$ cat src/rtl/wake_pkg.sv
package wake_pkg;
  typedef enum logic [1:0] {
    SEL_ENABLE = 2'd0,
    SEL_EDGE   = 2'd1,
    SEL_PEND   = 2'd2,
    SEL_CTRL   = 2'd3
  } reg_sel_e;

  typedef enum logic [1:0] {
    OP_LOAD  = 2'd0,
    OP_SET   = 2'd1,
    OP_CLEAR = 2'd2,
    OP_NONE  = 2'd3
  } reg_op_e;
endpackage

$ cat src/rtl/wake_pin_sync.sv
module wake_pin_sync #(
  parameter int W = 8
) (
  input  logic         clk,
  input  logic         rst_n,
  input  logic [W-1:0] pins,
  output logic [W-1:0] sync_now,
  output logic [W-1:0] sync_prev
);
  logic [W-1:0] meta_q;

  always_ff @(posedge clk or negedge rst_n) begin
    if (!rst_n) begin
      meta_q    <= '0;
      sync_now  <= '0;
      sync_prev <= '0;
    end else begin
      meta_q    <= pins;
      sync_now  <= meta_q;
      sync_prev <= sync_now;
    end
  end
endmodule

$ cat src/rtl/wake_pend_bank.sv
module wake_pend_bank #(
  parameter int W = 8
) (
  input  logic         clk,
  input  logic         rst_n,
  input  logic [W-1:0] sync_now,
  input  logic [W-1:0] sync_prev,
  input  logic [W-1:0] edge_sel,
  input  logic         sw_we,
  input  logic [W-1:0] sw_val,
  output logic [W-1:0] hit,
  output logic [W-1:0] pend_q
);
  // edge_sel 1 means falling, 0 means rising
  function automatic logic hit_of(input logic now_v, input logic prev_v,
                                  input logic fall);
    return fall ? (prev_v & ~now_v) : (now_v & ~prev_v);
  endfunction

  for (genvar i = 0; i < W; i++) begin : g_bit
    assign hit[i] = hit_of(sync_now[i], sync_prev[i], edge_sel[i]);

    always_ff @(posedge clk or negedge rst_n) begin
      if (!rst_n)     pend_q[i] <= 1'b0;
      else if (hit[i]) pend_q[i] <= 1'b1;
      else if (sw_we)  pend_q[i] <= sw_val[i];
    end

    AST_EDGE_LATCHES: assert property (@(posedge clk) disable iff (!rst_n)
      hit[i] |=> pend_q[i]);
    AST_PEND_STICKY: assert property (@(posedge clk) disable iff (!rst_n)
      pend_q[i] && !sw_we |=> pend_q[i]);
    AST_NO_SPURIOUS: assert property (@(posedge clk) disable iff (!rst_n)
      !pend_q[i] && !hit[i] && !sw_we |=> !pend_q[i]);
  end
endmodule

$ cat src/rtl/wake_regs.sv
module wake_regs
  import wake_pkg::*;
#(
  parameter int W = 8
) (
  input  logic         clk,
  input  logic         rst_n,
  input  logic         wr,
  input  reg_sel_e     sel,
  input  reg_op_e      op,
  input  logic [W-1:0] wdata,
  input  logic [W-1:0] pend_q,
  output logic [W-1:0] en_q,
  output logic [W-1:0] edge_q,
  output logic         port_en_q,
  output logic         pend_we,
  output logic [W-1:0] pend_val,
  output logic [W-1:0] rdata
);
  function automatic logic [W-1:0] apply_op(input logic [W-1:0] cur,
                                            input reg_op_e o,
                                            input logic [W-1:0] d);
    case (o)
      OP_LOAD:  return d;
      OP_SET:   return cur | d;
      OP_CLEAR: return cur & ~d;
      default:  return cur;
    endcase
  endfunction

  logic [W-1:0] ctrl_vec;
  logic [W-1:0] ctrl_next;

  assign ctrl_vec  = {{(W-1){1'b0}}, port_en_q};
  assign ctrl_next = apply_op(ctrl_vec, op, wdata);
  assign pend_we   = wr && (sel == SEL_PEND);
  assign pend_val  = apply_op(pend_q, op, wdata);

  always_ff @(posedge clk or negedge rst_n) begin
    if (!rst_n) begin
      en_q      <= '0;
      edge_q    <= '0;
      port_en_q <= 1'b0;
    end else if (wr) begin
      case (sel)
        SEL_ENABLE: en_q      <= apply_op(en_q, op, wdata);
        SEL_EDGE:   edge_q    <= apply_op(edge_q, op, wdata);
        SEL_CTRL:   port_en_q <= ctrl_next[0];
        default:    ;
      endcase
    end
  end

  always_comb begin
    case (sel)
      SEL_ENABLE: rdata = en_q;
      SEL_EDGE:   rdata = edge_q;
      SEL_PEND:   rdata = pend_q;
      default:    rdata = ctrl_vec;
    endcase
  end

  AST_NONE_HOLDS: assert property (@(posedge clk) disable iff (!rst_n)
    wr && op == OP_NONE |=> $stable(en_q) && $stable(edge_q) && $stable(port_en_q));
endmodule

$ cat src/rtl/wake_edge_ctrl.sv
module wake_edge_ctrl
  import wake_pkg::*;
#(
  parameter int W = 8
) (
  input  logic         clk,
  input  logic         rst_n,
  input  logic [W-1:0] port_in,
  input  logic         gie,
  input  logic         reg_wr,
  input  logic [1:0]   reg_sel,
  input  logic [1:0]   reg_op,
  input  logic [W-1:0] reg_wdata,
  output logic [W-1:0] reg_rdata,
  output logic         wake_req,
  output logic         irq_req,
  output logic         halt_permit
);
  logic [W-1:0] sync_now, sync_prev, hit, pend_q;
  logic [W-1:0] en_q, edge_q, pend_val;
  logic         port_en_q, pend_we;
  logic [W-1:0] armed;

  wake_pin_sync #(.W(W)) u_sync (
    .clk(clk), .rst_n(rst_n), .pins(port_in),
    .sync_now(sync_now), .sync_prev(sync_prev)
  );

  wake_regs #(.W(W)) u_regs (
    .clk(clk), .rst_n(rst_n), .wr(reg_wr),
    .sel(reg_sel_e'(reg_sel)), .op(reg_op_e'(reg_op)), .wdata(reg_wdata),
    .pend_q(pend_q), .en_q(en_q), .edge_q(edge_q), .port_en_q(port_en_q),
    .pend_we(pend_we), .pend_val(pend_val), .rdata(reg_rdata)
  );

  wake_pend_bank #(.W(W)) u_pend (
    .clk(clk), .rst_n(rst_n), .sync_now(sync_now), .sync_prev(sync_prev),
    .edge_sel(edge_q), .sw_we(pend_we), .sw_val(pend_val),
    .hit(hit), .pend_q(pend_q)
  );

  // Combinational so a stopped core clock does not block wakeup
  assign armed       = en_q & pend_q;
  assign wake_req    = |armed;
  assign halt_permit = ~|armed;
  assign irq_req     = gie & port_en_q & wake_req;

  AST_WAKE_VS_PERMIT: assert property (@(posedge clk) disable iff (!rst_n)
    wake_req != halt_permit);
  AST_IRQ_GATED: assert property (@(posedge clk) disable iff (!rst_n)
    irq_req |-> wake_req && gie && port_en_q);
  AST_WAKE_NEEDS_PEND: assert property (@(posedge clk) disable iff (!rst_n)
    wake_req |-> (pend_q != '0) && (en_q != '0));
endmodule

$ cat config.mk
export PLATFORM = sky130hd
export DESIGN_NAME = wake_edge_ctrl
export DESIGN_NICKNAME = d
export VERILOG_FILES = /design/src/rtl/wake_pkg.sv /design/src/rtl/wake_pin_sync.sv /design/src/rtl/wake_pend_bank.sv /design/src/rtl/wake_regs.sv /design/src/rtl/wake_edge_ctrl.sv
export SDC_FILE = /design/constraint.sdc
export NUM_CORES = 1
export LEC_CHECK = 0
export ABC_AREA = 1
export BUFFER_PORTS_ARGS = -buffer_cell sky130_fd_sc_hd__buf_2
export CAP_MARGIN = 20
export CORE_MARGIN = 1.5
export CORE_UTILIZATION = 45
export CTS_BUF_LIST = sky130_fd_sc_hd__clkbuf_4 sky130_fd_sc_hd__clkbuf_8
export CTS_CLUSTER_DIAMETER = 100
export DETAILED_ROUTE_END_ITERATION = 16
export PLACE_DENSITY = 0.65
export SLEW_MARGIN = 0
export SYNTH_ARGS = -nofsm -noshare
export SYNTH_HDL_FRONTEND = slang
export SYNTH_SLANG_ARGS = --single-unit
$ cat constraint.sdc
create_clock -name clk -period 1.1 [get_ports clk]
set_input_delay 0.275 -clock clk [delete_from_list [all_inputs] [get_ports clk]]
set_output_delay 0.275 -clock clk [all_outputs]
set_load 0.01 [all_outputs]
After elaboration in Yosys (flattened, before gate mapping)
Index checks and enable logic that the tools add are counted.
{"block": "totals", "regBits": 49, "in_bits": 24, "output_inout_bits": 11, "word_cells": 125}
{"block": "op_classes", "n_eq_ne": 5, "n_mux": 29, "bitwise": 44, "n_reduce_logical": 33}
{"operator": "one-hot mux 8 bit (3 select lines)", "n": 4}
{"operator": "bitwise AND 8 bit", "n": 4}
{"operator": "nonzero test 4 bit", "n": 8}
{"operator": "2-to-1 mux 1 bit", "n": 24}
{"operator": "bitwise OR 8 bit", "n": 3}
{"operator": "bitwise AND 1 bit", "n": 19}
{"operator": "NOT 1 bit", "n": 16}
{"operator": "AND reduction 2 bit", "n": 8}
{"operator": "nonzero test 2 bit", "n": 8}
{"operator": "AND reduction 3 bit", "n": 3}
{"operator": "NOT 8 bit", "n": 1}
{"operator": "OR reduction 8 bit", "n": 1}
{"operator": "equality test 2 bit (second input constant)", "n": 3}
{"operator": "equality test 2 x 1 -> 1 bit (second input constant)", "n": 2}
{"operator": "zero test 2 bit", "n": 2}
{"operator": "one-hot mux 1 bit (3 select lines)", "n": 1}
{"operator": "nonzero test 3 bit", "n": 1}
{"operator": "logical AND 1 bit", "n": 1}
{"operator": "zero test 1 bit", "n": 1}
{"operator": "bitwise OR 1 bit", "n": 1}

Logic depth before layout (Yosys ltp)
{"block": "depth", "word_depth": 5, "ltp_mapped": 8, "depth_no_buf": 7}

Modules after synthesis
From an unflattened synthesis, not the netlist that was laid out.
{"block": "unflattened", "hier_cells": 371, "area_unflattened_um2": 2722.6}
{"mod": "wake_regs", "n_inst": 1, "cells_per_inst": 223, "area_per_inst_um2": 1392.6, "seq_area_each_um2": 425.4}
{"mod": "wake_pend_bank", "n_inst": 1, "cells_per_inst": 106, "area_per_inst_um2": 653.1, "seq_area_each_um2": 200.2}
{"mod": "wake_pin_sync", "n_inst": 1, "cells_per_inst": 24, "area_per_inst_um2": 600.6, "seq_area_each_um2": 600.6}
{"mod": "wake_edge_ctrl", "n_inst": 1, "cells_per_inst": 18, "area_per_inst_um2": 76.3, "seq_area_each_um2": 0.0}

Worst setup path after synthesis
OpenSTA, ideal clock, no wires.
{"block": "synth_path", "path_kind": "input to register", "start": "input reg_op[0]", "end": "register u_regs.edge_q[7]", "setup_ns": 0.120, "arrival_time_ns": 1.197, "t_required_ns": 0.980, "slack_ns": -0.217, "stages": 8, "path_buffers": 2, "path_cell_list": "inv_1 ha_1 buf_4 inv_2 buf_6 o21ai_0 nand3_2 o21ai_2"}
{"block": "synth_between", "elab_chain_len": 3, "word_cells_on_any_way": 6, "cone_classes": "eq/ne (2); mux (1); reduce/logical (3)"}
{"element": "start, declared", "line_no": "wake_edge_ctrl.sv:12", "rtl": "input logic [1:0] reg_op,"}
{"element": "equality test 2 x 1 -> 1 bit (tied with other cells)", "line_no": "wake_regs.sv:23", "rtl": "case (o)"}
{"element": "nonzero test 3 bit (no source line)"}
{"element": "AND reduction 3 bit (no source line)"}
{"element": "end signal, assigned", "line_no": "wake_regs.sv:47", "rtl": "SEL_EDGE: edge_q <= apply_op(edge_q, op, wdata);"}
{"element": "end, declared", "line_no": "wake_regs.sv:14", "rtl": "output logic [W-1:0] edge_q,"}
Several ways; a longest one is shown, not always the timed one.
A chain may end at the register's enable or synchronous reset.

Final worst setup path
{"block": "layout_path", "start": "register u_pend.pend_q[3]", "end": "output irq_req"}
{"block": "layout_between", "elab_chain_len": 3}
{"element": "start, declared", "line_no": "wake_pend_bank.sv:12", "rtl": "output logic [W-1:0] pend_q"}
{"element": "start signal, assigned by index", "line_no": "wake_pend_bank.sv:26", "rtl": "else if (sw_we) pend_q[i] <= sw_val[i];"}
{"element": "bitwise AND 8 bit", "line_no": "wake_edge_ctrl.sv:43", "rtl": "assign armed = en_q & pend_q;"}
{"element": "OR reduction 8 bit", "line_no": "wake_edge_ctrl.sv:44", "rtl": "assign wake_req = |armed;"}
{"element": "bitwise AND 1 bit", "line_no": "wake_edge_ctrl.sv:46", "rtl": "assign irq_req = gie & port_en_q & wake_req;"}
{"element": "end, declared", "line_no": "wake_edge_ctrl.sv:16", "rtl": "output logic irq_req,"}
Every way passes these cells.

==> summary.md <==
| Metric | Value |
|---|---|
| Outcome | finished, violations left |
| Failing checks | negative setup slack |
| Final setup vio count | 11 |
| Post-route ant nets | 0 |
| Post-synth top area cell | dfrtp_1 |
| CP endpoint | irq_req |
| Static leakage power | 1.68 nW |
| Critical Path Start Type | flip-flop |
| Setup TNS | -3.69 ns |
| WHS | 0.0611 ns |
| Initial DRT Pass Iterations | 4 |
| Worst Skew | 0.0104 ns |
| Slack of the critical path | -0.469 ns |
| Final period util | 143% |
| Register-to-register setup slack | 0.04 ns |
| Share of cells above drive strength 1 | 44.4% |
| Die height | 77.3 um |
| First-pass GRT wire length | 10,500 um |
| Vias in the first global route | 2,218 |
| Most frequent cells in the layout | nand2_1, dfrtp_1, buf_4, buf_2, inv_1 |
| GP Congestion | 0.863 |
| Syn nets | 302 |
| Fmax | 637 MHz |
| Total GRT Usage | 22.7% |
| PwrDens | 1500 mW/mm^2 |
| Max rail drop VDD | 0.983 mV |
| Number of sinks on the clock net | 49 |
| Hold Violations, Final | 0 |
| GRT overflow | 0 |
| Initial Util | 47.7% |
| CTS Root Cell | clkbuf_8 |
| DR WL/cell | 14.8 um |
| Site Rows | 26 |
| Slew Limit Fails | 0 |
| Reg clk slew, reported paths | 0.10 ns |
| CTS tree | built |
| CTS max path bufs | 2 |
| Tmin final | 1.57 ns |
| H-tree depth | 2 |
| Die area | 0.00598 mm^2 |
| Initial antenna violation count | 0 |
| Count of cell types in the netlist | 24 |
| Hold Crit Class | in -> reg |
| Worst r2r dst | u_pend.pend_q[3] |
| Mapped Cells | 274 |
| I/O pin count | 35 |
| Via density | 5.12 |
| HPWL after DPL | 4220 um |
| Chip width | 77.3 um |
| Cell Area, Synth | 0.00248 mm^2 |
| Yosys warns | 0 |
| CP Capture Type | output port |
| Reg-to-Reg Start | u_regs.edge_q[3] |
| Slew @ Worst Pin | 0.349 ns |
| IO buf count | 34 |
| Total wire length | 6450 um |
| DP Worst Slack | -0.384 ns |
| Fin area | 0.00348 mm^2 |
| Syn Area/Cell | 9.07 um^2 |
| Register bit total from synthesis | 49 |
| DR vias | 2,229 |
| Core ar. | 0.00520 mm^2 |
| Post-DP Area | 0.00311 mm^2 |
| Critical path origin | u_pend.pend_q[3] |
| DRC viols | 0 |
| Final Util | 66.9% |
| Antenna Cells | 0 |
| Cts bufs inserted | 5 |
| Synth top area cells | dfrtp_1, nand2_1, inv_1 |
| Worst path arrival time | 1.29 ns |
| Synthesis-to-layout area growth | 40.2% |
| Synth top area share | 49.3% |
| Commonest non-fill, non-tap cell in the layout | nand2_1 |
| Critical path required time | 0.82 ns |
| R2r worst-path depth | 7 |
| Largest net degree at the start of global routing | 50 |
| Headroom to the max-slew limit | 76.7% |
| Initial DRC count | 120 |
| Clock Latency Late Sink | 0.31 ns |
| Final Net Count | 392 |
| WS Path Type | reg -> out |
| CP Max Fanout | 2 |
| Max_cap viols | 0 |
| Unrepaired setup endpoints after global routing | true |
| Register area share after synthesis | 49.3% |
## cell usage after synthesis
library cell and n:
a21oi_2 8, buf_4 1, buf_6 2, buf_8 1, dfrtp_1 49, ha_1 4, inv_1 32, inv_2 4
nand2_1 67, nand2_2 3, nand2_4 2, nand2_8 1, nand3_1 15, nand3_2 4, nand3b_1 8, nand4_1 8
nor2_1 13, nor2_4 1, nor2_8 3, o2111ai_1 1, o21ai_0 18, o21ai_1 14, o21ai_2 8, o221ai_1 7
## area by class of cell
class / count / area (um^2)
Clock buffer: 6 / 76.3
Clock inverter: 2 / 38.8
Fill cell: 432 / 1720
Inverter: 36 / 158
Multi-Input combinational cell: 186 / 1240
Sequential cell: 49 / 1230
Tap cell: 70 / 87.6
Timing Repair Buffer: 86 / 661
## per-stage QoR
stage	power [W]	std cells
6_report	0.00522	435
5_1_grt	0.00553	435
4_1_cts	0.00513	433
2_1_floorplan	0.00297	274
3_5_place_dp	0.00364	416
3_3_place_gp	0.00360	416
## worst min path at each step
stage	cells after the start	slack (ns)	endpoint	start
after floorplan	0	-0.02	u_pend.pend_q[0]	rst_n
after global placement	2	0.28	u_sync.meta_q[1]	rst_n
after detailed placement	2	0.28	u_sync.meta_q[1]	rst_n
after CTS	1	0.06	u_sync.meta_q[2]	port_in[2]
after global routing	1	0.04	u_sync.meta_q[7]	port_in[7]
final	1	0.06	u_sync.meta_q[2]	port_in[2]
## power breakdown
part | switching, W | internal, W | leakage (nW)
combinational | 0.000927 | 0.000807 | 1.06
sequential | 0.000123 | 0.00203 | 0.567
clock | 0.000619 | 0.000708 | 0.0588
total | 0.00167 | 0.00355 | 1.68
## flip-flops by register name (all words and copies together), names as in the netlist
register,cells
u_sync.sync_prev,8
u_sync.sync_now,8
u_regs.port_en_q,1
u_sync.meta_q,8
u_pend.pend_q,8
u_regs.en_q,8
u_regs.edge_q,8
## layer usage
metal	wire [um]	GRT usage (%)	vias to the layer above	part of all wire, %
met5	0	0	-	0
met4	121	6.91	0	1.9
met3	367	4.40	10	5.7
met2	3130	37.5	66	49
met1	2830	29.9	1060	44
li1	-	-	1093	-
## critical path: stages (launching register included)
cell     delay [ns]
dfrtp_1        0.41
nand2_1        0.09
nand2_1        0.06
nor2_1         0.12
nand2_2        0.08
inv_2          0.06
nor2_2         0.03
buf_2          0.12
## what timing repair did
item                       CTS  global route
hold buffers                 1             0
pin swaps                    8             7
buffers inserted             8             5
resized for setup           22            27
cloned                       0             1
hold endpoints to repair    49             0
setup endpoints to repair   31            29
## cell families after synthesis
logic type,synth area share [%]
buffers and inverters,7.25
DFF,49.3
adders and majority gates,2.01
AOI/OAI and AO/OA,14.9
and+or+nand+nor,26.5
No activity file was read; power rests on OpenSTA's default activity.
